File: config.mk
export PLATFORM = sky130hd
export DESIGN_NAME = ts_capture_fifo
export DESIGN_NICKNAME = d
export VERILOG_FILES = /design/src/rtl/tsq_pkg.sv /design/src/rtl/tsq_admit.sv /design/src/rtl/tsq_ring.sv /design/src/rtl/tsq_csr.sv /design/src/rtl/ts_capture_fifo.sv
export SDC_FILE = /design/constraint.sdc
export NUM_CORES = 1
export LEC_CHECK = 0
export BUFFER_PORTS_ARGS = -buffer_cell sky130_fd_sc_hd__buf_2
export CAP_MARGIN = 20
export CELL_PAD_IN_SITES_DETAIL_PLACEMENT = 0
export CELL_PAD_IN_SITES_GLOBAL_PLACEMENT = 1
export CORE_MARGIN = 1
export CORE_UTILIZATION = 44
export DETAILED_ROUTE_END_ITERATION = 8
export GPL_TIMING_DRIVEN = 0
export PLACE_DENSITY = 0.69
export SLEW_MARGIN = 5
export SYNTH_ARGS = -nofsm -noshare
export SYNTH_HDL_FRONTEND = slang
export SYNTH_SLANG_ARGS = --single-unit
File: constraint.sdc
create_clock -name clk -period 8.55 [get_ports clk]
set_input_delay 0.4275 -clock clk [delete_from_list [all_inputs] [get_ports clk]]
set_output_delay 0.4275 -clock clk [all_outputs]
set_load 0.02 [all_outputs]
File: src/rtl/tsq_pkg.sv
package tsq_pkg;

  localparam int REG_W   = 32;
  localparam int SUBNS_W = 8;
  localparam int PORTF_W = 8;

  localparam logic [1:0] ADDR_CTRL  = 2'd0;
  localparam logic [1:0] ADDR_STAMP = 2'd1;
  localparam logic [1:0] ADDR_SUBNS = 2'd2;

  localparam int BIT_VALID = 0;
  localparam int BIT_OVF   = 1;
  localparam int BIT_TX    = 2;
  localparam int BIT_POP   = 3;
  localparam int BIT_IEN   = 4;
  localparam int PORT_LSB  = 8;

  typedef struct packed {
    logic                 is_tx;
    logic [PORTF_W-1:0]   port;
    logic [REG_W-1:0]     stamp;
    logic [SUBNS_W-1:0]   subns;
  } tsq_entry_t;

endpackage

File: src/rtl/tsq_admit.sv
module tsq_admit
  import tsq_pkg::*;
#(
  parameter int DEPTH  = 16,
  parameter int PORT_W = 6,
  parameter int NSEC_W = 30,
  parameter int ID_W   = 24,
  localparam int CNT_W = $clog2(DEPTH + 1)
) (
  input  logic              tx_evt,
  input  logic [PORT_W-1:0] tx_port,
  input  logic [NSEC_W-1:0] tx_nsec,
  input  logic [ID_W-1:0]   tx_id,
  input  logic              rx_evt,
  input  logic [PORT_W-1:0] rx_port,
  input  logic [NSEC_W-1:0] rx_nsec,
  input  logic [CNT_W-1:0]  count,
  output logic [1:0]        push_n,
  output tsq_entry_t        wr0,
  output tsq_entry_t        wr1,
  output logic              drop
);

  localparam int FREE_W = CNT_W + 1;

  logic [FREE_W-1:0] free_slots;
  tsq_entry_t        tx_stamp_e, tx_id_e, rx_e;

  assign free_slots = FREE_W'(DEPTH) - {1'b0, count};

  always_comb begin
    tx_stamp_e       = '0;
    tx_stamp_e.is_tx = 1'b1;
    tx_stamp_e.port  = PORTF_W'(tx_port);
    tx_stamp_e.stamp = REG_W'(tx_nsec);

    tx_id_e          = '0;
    tx_id_e.port     = PORTF_W'(tx_port);
    tx_id_e.stamp    = REG_W'(tx_id >> SUBNS_W);
    tx_id_e.subns    = tx_id[SUBNS_W-1:0];

    rx_e             = '0;
    rx_e.port        = PORTF_W'(rx_port);
    rx_e.stamp       = REG_W'(rx_nsec);
  end

  always_comb begin
    push_n = 2'd0;
    wr0    = tx_stamp_e;
    wr1    = tx_id_e;
    drop   = 1'b0;
    if (tx_evt) begin
      if (free_slots >= FREE_W'(2)) push_n = 2'd2;
      else                          drop   = 1'b1;
      if (rx_evt)                   drop   = 1'b1;
    end else if (rx_evt) begin
      wr0 = rx_e;
      if (free_slots != '0) push_n = 2'd1;
      else                  drop   = 1'b1;
    end
  end

endmodule

File: src/rtl/tsq_ring.sv
module tsq_ring
  import tsq_pkg::*;
#(
  parameter int DEPTH  = 16,
  localparam int PTR_W = (DEPTH > 1) ? $clog2(DEPTH) : 1,
  localparam int CNT_W = $clog2(DEPTH + 1)
) (
  input  logic             clk,
  input  logic             rst_n,
  input  logic [1:0]       push_n,
  input  tsq_entry_t       wr0,
  input  tsq_entry_t       wr1,
  input  logic             pop,
  output tsq_entry_t       head,
  output logic [CNT_W-1:0] count
);

  tsq_entry_t       mem [DEPTH];
  logic [PTR_W-1:0] wr_ptr, rd_ptr, wr_ptr_p1, wr_ptr_p2;
  logic [DEPTH-1:0] we_first, we_second;
  logic             pop_ok;

  function automatic logic [PTR_W-1:0] step(input logic [PTR_W-1:0] p);
    return (p == PTR_W'(DEPTH - 1)) ? '0 : p + 1'b1;
  endfunction

  assign wr_ptr_p1 = step(wr_ptr);
  assign wr_ptr_p2 = step(wr_ptr_p1);
  assign pop_ok    = pop && (count != '0);

  for (genvar i = 0; i < DEPTH; i++) begin : g_slot_we
    assign we_first[i]  = (push_n != 2'd0) && (wr_ptr == PTR_W'(i));
    assign we_second[i] = (push_n == 2'd2) && (wr_ptr_p1 == PTR_W'(i));
  end

  always_ff @(posedge clk) begin
    for (int i = 0; i < DEPTH; i++) begin
      if (we_first[i])       mem[i] <= wr0;
      else if (we_second[i]) mem[i] <= wr1;
    end
  end

  always_ff @(posedge clk) begin
    if (!rst_n) begin
      wr_ptr <= '0;
      rd_ptr <= '0;
      count  <= '0;
    end else begin
      case (push_n)
        2'd1:    wr_ptr <= wr_ptr_p1;
        2'd2:    wr_ptr <= wr_ptr_p2;
        default: wr_ptr <= wr_ptr;
      endcase
      if (pop_ok) rd_ptr <= step(rd_ptr);
      count <= count + CNT_W'(push_n) - CNT_W'(pop_ok);
    end
  end

  assign head = mem[rd_ptr];

  AST_NO_OVERFLOW: assert property (@(posedge clk) disable iff (!rst_n)
    count <= CNT_W'(DEPTH));

  AST_POP_ONLY_VALID: assert property (@(posedge clk) disable iff (!rst_n)
    pop |-> (count != '0));

endmodule

File: src/rtl/tsq_csr.sv
module tsq_csr
  import tsq_pkg::*;
(
  input  logic             clk,
  input  logic             rst_n,
  input  logic [1:0]       addr,
  input  logic             we,
  input  logic [REG_W-1:0] wdata,
  input  tsq_entry_t       head,
  input  logic             nonempty,
  input  logic             drop,
  output logic [REG_W-1:0] rdata,
  output logic             pop,
  output logic             irq
);

  logic             ovf_q, ien_q, ovf_clr, ctrl_wr;
  logic [REG_W-1:0] rdata_d;
  logic             unused_wdata;

  assign ctrl_wr = we && (addr == ADDR_CTRL);
  assign pop     = ctrl_wr && wdata[BIT_POP] && nonempty;
  assign ovf_clr = ctrl_wr && wdata[BIT_OVF];
  assign irq     = ien_q && nonempty;
  assign unused_wdata = ^{wdata[REG_W-1:BIT_IEN+1], wdata[BIT_TX], wdata[BIT_VALID]};

  always_comb begin
    rdata_d = '0;
    case (addr)
      ADDR_CTRL: begin
        rdata_d[BIT_VALID] = nonempty;
        rdata_d[BIT_OVF]   = ovf_q;
        rdata_d[BIT_TX]    = nonempty && head.is_tx;
        rdata_d[BIT_IEN]   = ien_q;
        rdata_d[PORT_LSB +: PORTF_W] = nonempty ? head.port : '0;
      end
      ADDR_STAMP: rdata_d = nonempty ? head.stamp : '0;
      ADDR_SUBNS: rdata_d[SUBNS_W-1:0] = nonempty ? head.subns : '0;
      default:    rdata_d = '0;
    endcase
  end

  always_ff @(posedge clk) begin
    if (!rst_n) begin
      ovf_q <= 1'b0;
      ien_q <= 1'b0;
      rdata <= '0;
    end else begin
      ovf_q <= (ovf_q && !ovf_clr) || drop;
      if (ctrl_wr) ien_q <= wdata[BIT_IEN];
      rdata <= rdata_d;
    end
  end

  AST_OVF_STICKY: assert property (@(posedge clk) disable iff (!rst_n)
    (ovf_q && !ovf_clr) |=> ovf_q);

  AST_DROP_FLAGGED: assert property (@(posedge clk) disable iff (!rst_n)
    drop |=> ovf_q);

endmodule

File: src/rtl/ts_capture_fifo.sv
module ts_capture_fifo
  import tsq_pkg::*;
#(
  parameter int DEPTH  = 16,
  parameter int PORT_W = 6,
  parameter int NSEC_W = 30,
  parameter int ID_W   = 24
) (
  input  logic              clk,
  input  logic              rst_n,
  input  logic              tx_evt_i,
  input  logic [PORT_W-1:0] tx_port_i,
  input  logic [NSEC_W-1:0] tx_nsec_i,
  input  logic [ID_W-1:0]   tx_id_i,
  input  logic              rx_evt_i,
  input  logic [PORT_W-1:0] rx_port_i,
  input  logic [NSEC_W-1:0] rx_nsec_i,
  input  logic [1:0]        reg_addr_i,
  input  logic              reg_we_i,
  input  logic [31:0]       reg_wdata_i,
  output logic [31:0]       reg_rdata_o,
  output logic              irq_o
);

  localparam int CNT_W = $clog2(DEPTH + 1);

  logic [1:0]       push_n;
  tsq_entry_t       wr0, wr1, head;
  logic             drop, pop;
  logic [CNT_W-1:0] count;

  tsq_admit #(
    .DEPTH(DEPTH), .PORT_W(PORT_W), .NSEC_W(NSEC_W), .ID_W(ID_W)
  ) u_admit (
    .tx_evt (tx_evt_i),
    .tx_port(tx_port_i),
    .tx_nsec(tx_nsec_i),
    .tx_id  (tx_id_i),
    .rx_evt (rx_evt_i),
    .rx_port(rx_port_i),
    .rx_nsec(rx_nsec_i),
    .count  (count),
    .push_n (push_n),
    .wr0    (wr0),
    .wr1    (wr1),
    .drop   (drop)
  );

  tsq_ring #(.DEPTH(DEPTH)) u_ring (
    .clk   (clk),
    .rst_n (rst_n),
    .push_n(push_n),
    .wr0   (wr0),
    .wr1   (wr1),
    .pop   (pop),
    .head  (head),
    .count (count)
  );

  tsq_csr u_csr (
    .clk     (clk),
    .rst_n   (rst_n),
    .addr    (reg_addr_i),
    .we      (reg_we_i),
    .wdata   (reg_wdata_i),
    .head    (head),
    .nonempty(count != '0),
    .drop    (drop),
    .rdata   (reg_rdata_o),
    .pop     (pop),
    .irq     (irq_o)
  );

  AST_PAIR_ATOMIC: assert property (@(posedge clk) disable iff (!rst_n)
    (tx_evt_i && (count > CNT_W'(DEPTH - 2)))
      |=> (count == $past(count) - {{(CNT_W-1){1'b0}}, $past(pop)}));

  AST_IRQ_QUIET_EMPTY: assert property (@(posedge clk) disable iff (!rst_n)
    (count == '0) |-> !irq_o);

endmodule

==> results.toml, run 1 <==
[run_status]
outcome = "finished clean"

[critical_path]
critPathKind = "flop to flop"
worstPathRequired_ns = 8.88
critPathMaxFanout = 10
cp-end-kind = "flop"
critPathArrivalTime_ns = 5.56
start_kind = "flop"
r2r_cells = 13

[cells_and_area]
nets = 2736
regArea_um2 = 22450
layout-drive-gt1-share_pct = 35.67
multi_input_area_um2 = 12970
area_delta_synth_final_pct = 17.53
num-fill-cells = 6734
stdcell_count = 3703
finish.utilization_pct = 52.61
final_cell_area_um2 = 42580

[place]
post_dp_cell_area_um2 = 39860
globalplace.congestion = 0.8723
dpl.hpwl_mm = 79.40
pre_cts_ws_ns = 3.194
dp_cells = 3549
io_buffers = 136

[clock_network]
cts_resized = 0
tritoncts = "yes"
clk_path_buf_depth = 3
clkSinkCount = 769
clkTransAtPathRegs_ns = 0.06
cts_buffers = 83
post_cts_buffers = 0
cts-root-buf = "clkbuf_16"
cts_hold_buf = 0
htreeDepth = 3
clkLatencyLatePin_ns = 0.63

[route]
routedWlPerCell_um = 30.77
drc_errors = 0
vias = 22245
top_layer = "met5"
drt_iter0_drc = 2416
routed_wl_mm = 113.9
dr_wl_met3_mm = 10.15
dr.pass1.iters = 5
via_per_inst = 6.007
ant_nets = 0
wl_met2_mm = 53.48
met1_length_mm = 46.35

[logic_synthesis]
seq_area_frac_synth_pct = 61.97
synth_top_area_share_pct = 58.44
syn_area_um2 = 36230
synth-edff-count = 705
synth.avg_cell_area_um2 = 15.81
synthFlopType = "edfxtp_1"
syn_inst = 2291
synthTopCellsByArea = "edfxtp_1, mux4_2, mux2_2"
yosysTopAreaCell = "edfxtp_1"
yosys-top-cells-count = "edfxtp_1, mux2_2, nor2_1"
yosysWarningCount = 0
ys_ff_latch = 769
synth.most_common_cell = "edfxtp_1"
synth.distinct_cells = 56
ys_async_sr_fraction_pct = 0

[power]
irDropWorstVdd_v = 0.0002597
leakagePower_nw = 14.22
finalPower_mw = 11.18
power_density_nw_per_um2 = 262.5

[timing]
worstMarginPinSlew_ns = 1.192
fin_ws_ns = 3.317
setup_violations = 0
final.setup.tns_ns = 0
max-slew-margin-rel_pct = 20.53
holdWs_ns = 0.07352
slew_viol_final = 0
period_minus_slack_ns = 5.233
skew_ns = 0.02592
max_freq_ghz = 0.1911
rsz0062_at_grt = "false"
fin_crit_sh_pct = 61.21
hold_viol = 0

[global_routing]
track_usage_pct = 27.56
grt_pass1_vias = 22509
grt_first_pass_wirelength_mm = 160.8
grt_start_max_net_pins = 22
grt_overflow_total = 0
antenna_found_initial = 10

[hold_path]
hold_depth = 3
hold_path.class = "primary input to flop"

[floorplanning]
pin_count = 168
die_x_um = 288.9
dieArea_um2 = 83490
die_h_um = 288.9
core_um2 = 80940
initial_core_util_pct = 44.76
rows = 104

[run]
max-cap-violations = 0
-- flip-flops by register name, summed over array words and instances, names as in the netlist, named ones only --
| signal | count |
|---|---|
| u_ring.wr_ptr | 4 |
| u_ring.count | 5 |
| u_ring.mem | 720 |
| u_csr.ovf_q | 1 |
| u_ring.rd_ptr | 4 |
| u_csr.ien_q | 1 |
| u_csr.rdata | 30 |
-- cells in the final DEF, fill, tap and decap left out, types with 15 or more instances in the layout --
| cell type | instances |
|---|---|
| nand2_1 | 28 |
| buf_2 | 177 |
| a22o_1 | 22 |
| buf_1 | 25 |
| clkbuf_1 | 164 |
| buf_16 | 38 |
| and2_1 | 133 |
| dfxtp_1 | 64 |
| inv_1 | 37 |
| clkinv_2 | 19 |
| and3_1 | 18 |
| mux2i_1 | 48 |
| mux2_2 | 360 |
| clkbuf_16 | 86 |
| a21oi_1 | 22 |
| edfxtp_1 | 705 |
| o2bb2ai_1 | 15 |
| nor2_1 | 256 |
| ha_1 | 24 |
| mux4_2 | 195 |
-- area by class of cell --
type | instances | area share, %
antenna | 2 | 0.01175
buffer | 215 | 2.048
clock buffer | 110 | 5.407
clock inverter | 40 | 0.8933
inverter | 38 | 0.3350
multi-input combinational | 1270 | 30.47
sequential | 769 | 52.73
tap | 1060 | 3.115
timing repair buffer | 199 | 4.993
-- layer usage --
| metal | vias to the layer above | GRT usage (%) |
|---|---|---|
| li1 | 9394 | - |
| met1 | 11580 | 38.34 |
| met2 | 1044 | 43.68 |
| met3 | 223 | 4.874 |
| met4 | 4 | 9.750 |
| met5 | - | 0 |
-- power by group --
group          leakage, nW  switching, mW  total (mW)  internal (mW)
Clock                 1.33           1.49        3.59           2.10
Combinational         5.92           1.61        2.64           1.03
Sequential            6.97          0.138        4.95           4.81
Total                 14.2           3.24        11.2           7.94
-- worst paths after layout --
check               startpoint           endpoint  slack, ns
min reg2reg  u_ring.mem[8][25]  u_ring.mem[8][25]       0.46
min             reg_wdata_i[4]        u_csr.ien_q       0.07
max            u_ring.count[1]  u_ring.mem[4][34]       3.32
max reg2reg    u_ring.count[1]  u_ring.mem[4][34]       3.32
-- worst max-delay path, stage by stage (launching register included) --
cell      delay [ns]
dfxtp_1         0.39
inv_1           0.11
ha_1            0.22
and2_1          0.15
ha_1            0.26
o211ai_1        0.15
buf_2           0.26
o31ai_2         0.56
ha_1            0.39
nor2b_1         0.15
a211oi_1        0.69
clkbuf_1        0.69
clkbuf_1        0.77
nor2_1          0.13
-- kinds of logic (layout without fill, tap and decap cells) --
family	after synthesis	count (layout)	synth area share, %
simple gates	486	486	6.438
flops	769	769	61.97
buf+inv	253	602	2.791
mux	603	603	24.64
other cells	1	4	0.01035
compound gates	146	146	3.074
fa+ha+maj	25	25	0.8841
xor+xnor	8	8	0.1934
No activity file was read; power rests on OpenSTA's default activity.
==> run 2, diff against run 1 <==
==> constraint.sdc (replaced) <==
create_clock -name clk -period 5.18 [get_ports clk]
set_input_delay 0.259 -clock clk [delete_from_list [all_inputs] [get_ports clk]]
set_output_delay 0.259 -clock clk [all_outputs]
set_load 0.02 [all_outputs]
==> run 2 against run 1 <==
Final cell count is 0.86% higher; highest routed layer unchanged; global-route usage increased by 0.23 points; die area stayed put; power rose by 63%; sequential power up 65%; combinational power rose by 66%; routed wire length grew 0.83%; sequential share of layout area fell by 0.18 points; first-iteration DRC count rose by 7.5%; largest cell class unchanged; via count up 1.1%; worst setup slack got worse by 3.2 ns.
==> results.toml, run 2 (synthesis gave the netlist of run 1 again) <==
[clock_network]
clk_path_buf_depth = 3
cts-root-buf = "clkbuf_16"
tritoncts = "yes"
htreeDepth = 3
clkLatencyLatePin_ns = 0.63
clkSinkCount = 769
clkTransAtPathRegs_ns = 0.06
cts_buffers = 84

[critical_path]
cp-end-kind = "flop"
regToRegSetupSlack_ns = 0.10
cp_num_buf_inv = 4
start_kind = "flop"
rr_startpoint = "u_ring.count[0]"
crit_slowest_cell = "a211oi_1"
r2r_cells = 13
critPathMaxFanout = 10
critical-path-max-stage-delay_ns = 0.70
critPathKind = "flop to flop"
worstPathRequired_ns = 5.53
r2r-end = "u_ring.mem[4][30]"
cpLargestDelayFamily = "buffers and inverters"
path_cells = "inv_1 -> ha_1 -> and2_1 -> ha_1 -> o211ai_1 -> buf_2 -> o31ai_2 -> ha_1 -> nor2b_1 -> a211oi_1 -> clkbuf_1 -> clkbuf_2 -> nor2_1"
cpMostUsedCell = "ha_1"
critPathArrivalTime_ns = 5.43

[timing]
holdWs_ns = 0.03193
hold_viol = 0
period_minus_slack_ns = 5.076
slew_viol_final = 0
max_freq_ghz = 0.1970
fin_crit_sh_pct = 98.00
setup_violations = 0
final.setup.tns_ns = 0
max-slew-margin-rel_pct = 23.52
skew_ns = 0.02044
worstMarginPinSlew_ns = 1.147
rsz0062_at_grt = "false"

[power]
p_sw_mw = 5.357
irDropWorstVdd_v = 0.0002835
power_frac_seq_pct = 44.9
clockPowerShare_pct = 31.2
finalPower_mw = 18.21
power_density_nw_per_um2 = 426.3
power_frac_comb_pct = 24.0
p_sw_share_pct = 29.42
p_int_mw = 12.85
leakagePower_nw = 14.25

[route]
routed_wl_mm = 114.9
via_per_inst = 6.022
ant_nets = 0
dr.pass1.iters = 5
routedWlPerCell_um = 30.76
drc_errors = 0
vias = 22494
drt_iter0_drc = 2598

[cells_and_area]
largest-register = "u_ring.mem"
stdcell_count = 3735
reg_top3 = "u_ring.mem: 720 flops, u_csr.rdata: 30 flops, u_ring.count: 5 flops"
finish.utilization_pct = 52.78
mostFrequentLayoutCells = "edfxtp_1, mux2_2, nor2_1, mux4_2, buf_2"
final_common_cell = "edfxtp_1"
largest_reg_flops = 720
area_delta_synth_final_pct = 17.92
layout-drive-gt1-share_pct = 35.04
nets = 2765

[run_status]
outcome = "finished clean"

[hold_path]
hold_path.class = "primary input to flop"
min_from = "tx_id_i[17]"
hold_end = "u_ring.mem[14][17]"
hold_depth = 2

[floorplanning]
pin_count = 168
die_x_um = 288.9
initial_core_util_pct = 44.76
die_h_um = 288.9
core_um2 = 80940
rows = 104
dieArea_um2 = 83490

[global_routing]
grt_overflow_total = 0
track_usage_pct = 27.79
grt_pass1_vias = 22670
antenna_found_initial = 10
grt_start_max_net_pins = 20
grt_first_pass_wirelength_mm = 162.1

[place]
io_buffers = 136
dp_cells = 3549
dpl.hpwl_mm = 79.10
globalplace.congestion = 0.9054

[run]
max-cap-violations = 0
-- run 2: routing by layer --
layer | routed length (um) | GRT usage, % | part of all wire, %
met5 | 35 | 0 | 0.030
met4 | 3603 | 9.303 | 3.1
met2 | 53730 | 43.83 | 47
met3 | 10200 | 5.425 | 8.9
met1 | 47310 | 38.70 | 41
-- run 2: power groups by stage --
stage	Sequential [mW]	Clock (mW)	Combinational (mW)
5_1_grt	8.23	5.96	4.60
3_5_place_dp	8.29	0	4.30
6_report	8.17	5.67	4.37
2_1_floorplan	8.34	0	2.33
4_1_cts	8.17	5.73	4.34
3_3_place_gp	8.43	0	3.59
-- run 2: layout make-up --
class,count,area [um^2]
inverter,38,142.6
tap,1060,1326
buffer,213,877.1
clock inverter,40,275.3
sequential,769,22450
clock buffer,112,2270
timing repair buffer,229,2396
multi-input combinational,1270,12970
fill,6694,38220
antenna,4,10.01
-- run 2: timing repair --
| action | CTS | global route |
|---|---|---|
| gates resized for setup | 4 | 9 |
| gates cloned | 0 | 0 |
| hold buffers | 30 | 0 |
| setup buffers | 0 | 0 |
| endpoints found under the setup margin | 22 | 50 |
| hold endpoints to repair | 100 | 0 |
-- run 2: worst max-delay path by stage --
stage,from,end,cells past startpoint
after global placement,rx_evt_i,u_ring.mem[6][34],11
final,u_ring.count[0],u_ring.mem[4][30],13
after CTS,u_ring.count[0],u_ring.mem[6][34],13
after detailed placement,rx_evt_i,u_ring.mem[8][42],14
after floorplan,u_ring.count[1],u_ring.mem[2][0],6
after global routing,u_ring.count[0],u_ring.mem[6][37],13
-- run 2: worst register-to-register path: stages (launching register included) --
cell	delay, ns
dfxtp_1	0.39
inv_1	0.12
ha_1	0.25
and2_1	0.15
ha_1	0.26
o211ai_1	0.20
buf_2	0.30
o31ai_2	0.58
ha_1	0.38
nor2b_1	0.13
a211oi_1	0.70
clkbuf_1	0.66
clkbuf_2	0.56
nor2_1	0.12
-- run 2: per-stage QoR --
step           area (um^2)  worst slack [ns]
4_1_cts              42690           0.01207
3_5_place_dp         39830           -0.1210
6_report             42720            0.1038
2_1_floorplan        36240          0.005316
5_1_grt              42720           0.03572
3_3_place_gp         38250            -5.110
